===== config.mk =====
export PLATFORM = sky130hd
export DESIGN_NAME = tile_agen
export DESIGN_NICKNAME = d
export VERILOG_FILES = /design/src/rtl/tile_agen_pkg.sv /design/src/rtl/tile_desc_bank.sv /design/src/rtl/tile_walker.sv /design/src/rtl/tile_agen.sv
export SDC_FILE = /design/constraint.sdc
export NUM_CORES = 1
export LEC_CHECK = 0
export ABC_AREA = 1
export CAP_MARGIN = 20
export CORE_ASPECT_RATIO = 0.75
export CORE_MARGIN = 1
export CORE_UTILIZATION = 59
export DETAILED_ROUTE_END_ITERATION = 7
export HOLD_SLACK_MARGIN = 0.06
export PLACE_DENSITY = 0.88
export SKIP_LAST_GASP = 1
export SYNTH_ARGS = -nofsm -noshare
export SYNTH_HDL_FRONTEND = slang
export SYNTH_SLANG_ARGS = --single-unit
export TNS_END_PERCENT = 1

===== constraint.sdc =====
create_clock -name clk -period 4.35 [get_ports clk]
set_input_delay 0.87 -clock clk [delete_from_list [all_inputs] [get_ports clk]]
set_output_delay 0.87 -clock clk [all_outputs]
set_load 0.05 [all_outputs]

===== src/rtl/tile_agen_pkg.sv =====
`timescale 1ns/1ps
package tile_agen_pkg;
  localparam int ADDR_W  = 32;
  localparam int DIM_W   = 12;
  localparam int FIELD_W = 3;

  typedef enum logic [FIELD_W-1:0] {
    FLD_GBASE  = 3'd0,
    FLD_SBASE  = 3'd1,
    FLD_HEIGHT = 3'd2,
    FLD_WIDTH  = 3'd3,
    FLD_STRIDE = 3'd4,
    FLD_ESIZE  = 3'd5,
    FLD_PAD    = 3'd6
  } field_e;

  typedef struct packed {
    logic [ADDR_W-1:0] gbase;
    logic [ADDR_W-1:0] sbase;
    logic [DIM_W-1:0]  height;
    logic [DIM_W-1:0]  width;
    logic [DIM_W-1:0]  stride;
    logic [1:0]        esz;
    logic              pad;
  } tile_desc_t;
endpackage


===== src/rtl/tile_desc_bank.sv =====
`timescale 1ns/1ps
module tile_desc_bank
  import tile_agen_pkg::*;
#(
  parameter int SLOTS  = 4,
  parameter int SLOT_W = $clog2(SLOTS)
) (
  input  logic               clk,
  input  logic               rst_n,
  input  logic               wr_en,
  input  logic [SLOT_W-1:0]  wr_slot,
  input  logic [FIELD_W-1:0] wr_field,
  input  logic [ADDR_W-1:0]  wr_data,
  input  logic [SLOT_W-1:0]  rd_slot,
  output tile_desc_t         rd_desc
);
  tile_desc_t slot_q [SLOTS];

  for (genvar g = 0; g < SLOTS; g++) begin : g_slot
    tile_desc_t d_next;
    logic       hit;

    assign hit = wr_en && (wr_slot == SLOT_W'(g));

    always_comb begin
      d_next = slot_q[g];
      case (field_e'(wr_field))
        FLD_GBASE:  d_next.gbase  = wr_data;
        FLD_SBASE:  d_next.sbase  = wr_data;
        FLD_HEIGHT: d_next.height = wr_data[DIM_W-1:0];
        FLD_WIDTH:  d_next.width  = wr_data[DIM_W-1:0];
        FLD_STRIDE: d_next.stride = wr_data[DIM_W-1:0];
        FLD_ESIZE:  d_next.esz    = wr_data[1:0];
        FLD_PAD:    d_next.pad    = wr_data[0];
        default:    d_next = slot_q[g];
      endcase
    end

    always_ff @(posedge clk or negedge rst_n) begin
      if (!rst_n)   slot_q[g] <= '0;
      else if (hit) slot_q[g] <= d_next;
    end
  end

  assign rd_desc = slot_q[rd_slot];
endmodule


===== src/rtl/tile_walker.sv =====
`timescale 1ns/1ps
module tile_walker
  import tile_agen_pkg::*;
#(
  parameter int SLOT_W     = 2,
  parameter int LINE_BYTES = 128,
  parameter int CNT_W      = $clog2(LINE_BYTES) + 1
) (
  input  logic              clk,
  input  logic              rst_n,
  input  logic              start,
  input  logic [SLOT_W-1:0] start_slot,
  input  tile_desc_t        desc,
  output logic              busy,
  output logic              req_valid,
  input  logic              req_ready,
  output logic [ADDR_W-1:0] req_gaddr,
  output logic [ADDR_W-1:0] req_saddr,
  output logic [CNT_W-1:0]  req_bytes,
  output logic              done_pulse,
  output logic [SLOT_W-1:0] done_slot
);
  localparam int OFF_W = DIM_W + 4;

  logic              busy_q, busy_d;
  logic [SLOT_W-1:0] slot_q, slot_d, dslot_q, dslot_d;
  logic [ADDR_W-1:0] grow_q, grow_d, srow_q, srow_d;
  logic [ADDR_W-1:0] gstep_q, gstep_d, spitch_q, spitch_d;
  logic [OFF_W-1:0]  off_q, off_d, rowb_q, rowb_d, remain;
  logic [DIM_W-1:0]  rows_q, rows_d;
  logic              done_q, done_d;
  logic              row_end, accept, empty;

  assign remain  = rowb_q - off_q;
  assign row_end = remain <= OFF_W'(LINE_BYTES);
  assign accept  = busy_q && req_ready;
  assign empty   = (desc.height == '0) || (desc.width == '0);

  always_comb begin
    busy_d = busy_q;  slot_d = slot_q;  dslot_d = dslot_q;
    grow_d = grow_q;  srow_d = srow_q;  gstep_d = gstep_q;
    spitch_d = spitch_q; off_d = off_q; rowb_d = rowb_q; rows_d = rows_q;
    done_d = 1'b0;
    if (start) begin
      busy_d   = !empty;
      slot_d   = start_slot;
      dslot_d  = start_slot;
      done_d   = empty;
      grow_d   = desc.gbase;
      srow_d   = desc.sbase;
      off_d    = '0;
      rows_d   = desc.height;
      rowb_d   = OFF_W'(desc.width) << desc.esz;
      gstep_d  = ADDR_W'(desc.stride) << desc.esz;
      spitch_d = (ADDR_W'(desc.width) + ADDR_W'(desc.pad)) << desc.esz;
    end else if (accept) begin
      if (row_end) begin
        off_d  = '0;
        grow_d = grow_q + gstep_q;
        srow_d = srow_q + spitch_q;
        rows_d = rows_q - DIM_W'(1);
        if (rows_q == DIM_W'(1)) begin
          busy_d  = 1'b0;
          done_d  = 1'b1;
          dslot_d = slot_q;
        end
      end else begin
        off_d = off_q + OFF_W'(LINE_BYTES);
      end
    end
  end

  always_ff @(posedge clk or negedge rst_n) begin
    if (!rst_n) begin
      busy_q <= 1'b0; slot_q <= '0; dslot_q <= '0; done_q <= 1'b0;
      grow_q <= '0; srow_q <= '0; gstep_q <= '0; spitch_q <= '0;
      off_q <= '0; rowb_q <= '0; rows_q <= '0;
    end else begin
      busy_q <= busy_d;
      done_q <= done_d;
      if (start || accept) begin
        slot_q <= slot_d; dslot_q <= dslot_d;
        grow_q <= grow_d; srow_q <= srow_d; gstep_q <= gstep_d;
        spitch_q <= spitch_d; off_q <= off_d; rowb_q <= rowb_d; rows_q <= rows_d;
      end
    end
  end

  assign busy       = busy_q;
  assign req_valid  = busy_q;
  assign req_gaddr  = grow_q + ADDR_W'(off_q);
  assign req_saddr  = srow_q + ADDR_W'(off_q);
  assign req_bytes  = row_end ? CNT_W'(remain) : CNT_W'(LINE_BYTES);
  assign done_pulse = done_q;
  assign done_slot  = dslot_q;


  hold_stable_chk: assert property (@(posedge clk) disable iff (!rst_n)
    req_valid && !req_ready |=> req_valid && $stable(req_gaddr) && $stable(req_saddr) && $stable(req_bytes));

  chunk_size_chk: assert property (@(posedge clk) disable iff (!rst_n)
    req_valid |-> (req_bytes != '0) && (req_bytes <= CNT_W'(LINE_BYTES)));

  done_idle_chk: assert property (@(posedge clk) disable iff (!rst_n)
    done_pulse |-> !req_valid);

  start_idle_chk: assert property (@(posedge clk) disable iff (!rst_n)
    start |-> !busy);
endmodule


===== src/rtl/tile_agen.sv =====
`timescale 1ns/1ps
module tile_agen
  import tile_agen_pkg::*;
#(
  parameter int SLOTS      = 4,
  parameter int SLOT_W     = $clog2(SLOTS),
  parameter int LINE_BYTES = 128,
  parameter int CNT_W      = $clog2(LINE_BYTES) + 1
) (
  input  logic               clk,
  input  logic               rst_n,
  input  logic               cfg_we,
  input  logic [SLOT_W-1:0]  cfg_slot,
  input  logic [FIELD_W-1:0] cfg_field,
  input  logic [ADDR_W-1:0]  cfg_wdata,
  input  logic               go_valid,
  input  logic [SLOT_W-1:0]  go_slot,
  output logic               req_valid,
  input  logic               req_ready,
  output logic [ADDR_W-1:0]  req_gaddr,
  output logic [ADDR_W-1:0]  req_saddr,
  output logic [CNT_W-1:0]   req_bytes,
  output logic               done_pulse,
  output logic [SLOT_W-1:0]  done_slot,
  output logic               err_flag
);
  tile_desc_t sel_desc;
  logic       busy, start, err_q, err_d;

  assign start = go_valid && !busy;
  assign err_d = err_q || (go_valid && busy);

  always_ff @(posedge clk or negedge rst_n) begin
    if (!rst_n) err_q <= 1'b0;
    else        err_q <= err_d;
  end
  assign err_flag = err_q;

  tile_desc_bank #(.SLOTS(SLOTS), .SLOT_W(SLOT_W)) u_bank (
    .clk(clk), .rst_n(rst_n), .wr_en(cfg_we), .wr_slot(cfg_slot),
    .wr_field(cfg_field), .wr_data(cfg_wdata), .rd_slot(go_slot), .rd_desc(sel_desc)
  );

  tile_walker #(.SLOT_W(SLOT_W), .LINE_BYTES(LINE_BYTES), .CNT_W(CNT_W)) u_walk (
    .clk(clk), .rst_n(rst_n), .start(start), .start_slot(go_slot), .desc(sel_desc),
    .busy(busy), .req_valid(req_valid), .req_ready(req_ready),
    .req_gaddr(req_gaddr), .req_saddr(req_saddr), .req_bytes(req_bytes),
    .done_pulse(done_pulse), .done_slot(done_slot)
  );


  busy_ignite_err_chk: assert property (@(posedge clk) disable iff (!rst_n)
    go_valid && req_valid |=> err_flag);

  err_sticky_chk: assert property (@(posedge clk) disable iff (!rst_n)
    err_flag |=> err_flag);

  ignite_req_chk: assert property (@(posedge clk) disable iff (!rst_n)
    go_valid && !req_valid |=> req_valid || done_pulse);
endmodule


==> out/results.ini <==
[worst_hold_path]
hold_class=input pin to async pin

[power]
p_leak_uw=0.0164
seq_power_share_pct=36.0
clock_power_share_pct=24.6
ir_drop_uv=660
p_sw_share_pct=41.4
power_frac_comb_pct=39.4
internal_power_uw=11900
power_density_nw_per_um2=613
p_switching_uw=8430

[drt]
ant_nets=0
vias=28300
first_pass_iters=7
dr.first_iter.drc_count=3912
wirelength_mm=89.0
drc=0
wl_per_cell_um=18.9
via_per_inst=6.03

[cells_and_area]
nets=4103
areaGrowthSynthToFinish_pct=11.1
fin_util_pct=66.3
drive_gt1_share_pct=4.68
fillers=4032

[floorplan]
rows=71
core_um2=50100
start_util_pct=59.7
fp.dieH_um=197
io_pins=121
fp.dieW_um=262
dieArea_um2=51600

[clock_network]
cts_buffers=53
clk_pin_slew_worst_paths_ns=0.06
clockRootBuffer=clkbuf_16
max-clock-path-buffers=3
cts_tree=built
insertion_delay_ns=0.65
cts.sinks=550
cts_max_level=2
holdBufCountCts=0

[global_route]
grt_usage_pct=35.0
grt_pass1_wl_mm=142
grt-ovfl-total=0
grt_pass1_vias=26800
antenna_found_initial=5
grt_max_degree=105

[synthesis]
ys_async_sr_fraction_pct=100
syn-num-nets=4126
synth-edff-count=0
ys_seq_elements=550
synth.area.top_cells=dfrtp_1 (46%), nand2_1 (18%), o21ai_0 (9.4%)
ys_types=47
ys.flop_type=dfrtp_1
synth_warnings=0
yosys-top-cells-count=nand2_1 (1,419), o21ai_0 (564), dfrtp_1 (550)
post-synth-top-count-cell=nand2_1
synth.top_cell.area_share_pct=46.0
netlist.top_cell.by_area=dfrtp_1
avgSynthCellArea_um2=7.44
ys_seq_area_share_pct=46.0
synth_area_um2=29900
syn_inst=4017

[worst_setup_path]
path_class=flip-flop to primary output
crit_fanout=6
reg2reg_setup_slack_ns=0.79
critPathArrivalTime_ns=3.57
r2r_start=u_walk.off_q[8]
cp-start-kind=flip-flop
r2r_cells=17
worstSetupEndpointType=primary output
critPathRequiredTime_ns=3.48
r2r-end=u_walk.srow_q[11]

[status]
status=finished with violations
violations=setup timing

[timing]
finalHoldViolCount=0
hold_ws_ns=0.277
tightest_slew_ns=1.06
final.period_utilization_pct=102
slew_headroom_pct=29.3
fin_tns_setup_ns=-0.689
rsz0062_at_grt=yes
max_freq_mhz=225
period_needed_ns=4.44
skew_ns=0.0412
final_max_slew_viol_count=0
layout_setup_ws_ns=-0.0925
finalSetupViolCount=15

[placement]
dp_slack_ns=0.341
hpwl_mm=57.8
io_buffer_count=120
globalplace.congestion=0.964

[run]
maxCapViolCount=0

## critical path, stage by stage (launching register included)
cell and delay [ns]:
dfrtp_1 0.47, ha_1 0.39, a21oi_1 0.10, o21ai_0 0.21, nand2_1 0.07, o2111ai_1 0.12
buf_4 0.22, nand2_1 0.10, nor2_1 0.23, nor2_1 0.06, a21oi_1 0.14, clkdlybuf4s50_1 0.82
## power groups by stage
stage | clock (uW) | sequential [uW] | combinational (uW)
2_1_floorplan | 0 | 7030 | 5800
3_3_place_gp | 0 | 7300 | 7690
5_1_grt | 5240 | 7440 | 8880
3_5_place_dp | 0 | 7340 | 7850
4_1_cts | 5040 | 7270 | 7930
6_report | 5010 | 7320 | 8010
## cell usage in the layout (no fill, tap or decap), types with 7 or more instances in the layout
cell / Yosys / layout
a31oi_1: 16 / 16
ha_1: 63 / 63
a21oi_1: 131 / 131
buf_4: 13 / 40
nor2_1: 246 / 244
nand2_2: 4 / 12
nor3_1: 28 / 28
clkbuf_8: 0 / 14
or2_2: 7 / 7
clkdlybuf4s50_1: 0 / 95
a32o_1: 32 / 32
dlygate4sd2_1: 0 / 8
nand3_1: 232 / 232
o211ai_1: 14 / 14
clkbuf_16: 0 / 53
o221ai_1: 12 / 12
buf_12: 0 / 9
dfrtp_1: 550 / 550
o21ai_0: 564 / 564
nand4_1: 22 / 22
xnor2_1: 9 / 9
clkinv_2: 0 / 12
nand2_1: 1419 / 1411
inv_1: 256 / 255
mux2i_1: 15 / 15
o22ai_1: 33 / 33
nand3b_1: 10 / 10
xor2_1: 54 / 54
## per-stage QoR
| step | instances | cell area [um2] | total power, uW |
|---|---|---|---|
| floorplan | 4017 | 29900 | 12800 |
| global placement | 4596 | 31300 | 15000 |
| detailed placement | 4596 | 31300 | 15200 |
| CTS | 4695 | 33200 | 20200 |
| global route | 4695 | 33200 | 21600 |
| finish | 4696 | 33200 | 20400 |
## worst max path at each step
stage,cells after the start,slack (ns),end,start
after floorplan,10,0.84,req_gaddr[31],u_walk.off_q[9]
after global placement,13,0.38,req_bytes[4],u_walk.off_q[7]
after detailed placement,13,0.34,req_bytes[4],u_walk.off_q[9]
after CTS,10,-0.24,req_saddr[30],u_walk.off_q[9]
after global routing,10,-0.36,req_saddr[19],u_walk.off_q[9]
final,11,-0.09,req_gaddr[22],u_walk.off_q[9]
## kinds of logic (layout without fill, tap and decap cells)
group,count (synthesis),count (layout),share of synthesized area [%]
and+or+nand+nor,1987,1987,26.7
AOI/OAI and AO/OA,835,835,15.3
DFF,550,550,46.0
buffers and inverters,501,522,6.81
adders and majority gates,65,65,2.77
xor gates and xnor gates,63,63,1.85
muxes,15,15,0.502
other,1,2,0.0125
## final cells by class
class                   instances  area (um2)  share of cell area (%)
multi-input cells            2966       14100                    42.5
flip-flops and latches        550       13800                    41.4
repair buffers                161        1610                    4.84
clock buffers                  72        1540                    4.63
inverters                     262         990                    2.98
well taps                     657         822                    2.48
clock inverters                27         365                    1.10
diodes                          1        2.50                 0.00753
## registers in the layout, indices dropped and copies added, names as in the netlist
name,count
u_walk.off_q,9
u_walk.grow_q,32
u_bank.slot_q,412
u_walk.rows_q,12
u_walk.rowb_q,15
err_flag,1
u_walk.done_pulse,1
u_walk.gstep_q,15
u_walk.busy,1
u_walk.done_slot,2
u_walk.spitch_q,16
u_walk.slot_q,2
u_walk.srow_q,32
## timing repair
action                                  in CTS  in global routing
setup buffers                                0                  0
endpoints found under the setup margin      24                 36
pin swaps                                    0                  0
gates resized for setup                      8                  6
## per-layer routing
layer / share of wire (%) / up-vias / GRT usage (%) / wire length (um)
li1: - / 13100 / - / -
met1: 41 / 13500 / 49.1 / 36600
met2: 44 / 1536 / 52.4 / 38800
met3: 12 / 187 / 9.59 / 11000
met4: 2.8 / 6 / 11.7 / 2460
met5: 0.046 / - / 0 / 41
No activity file was read; power rests on OpenSTA's default activity.
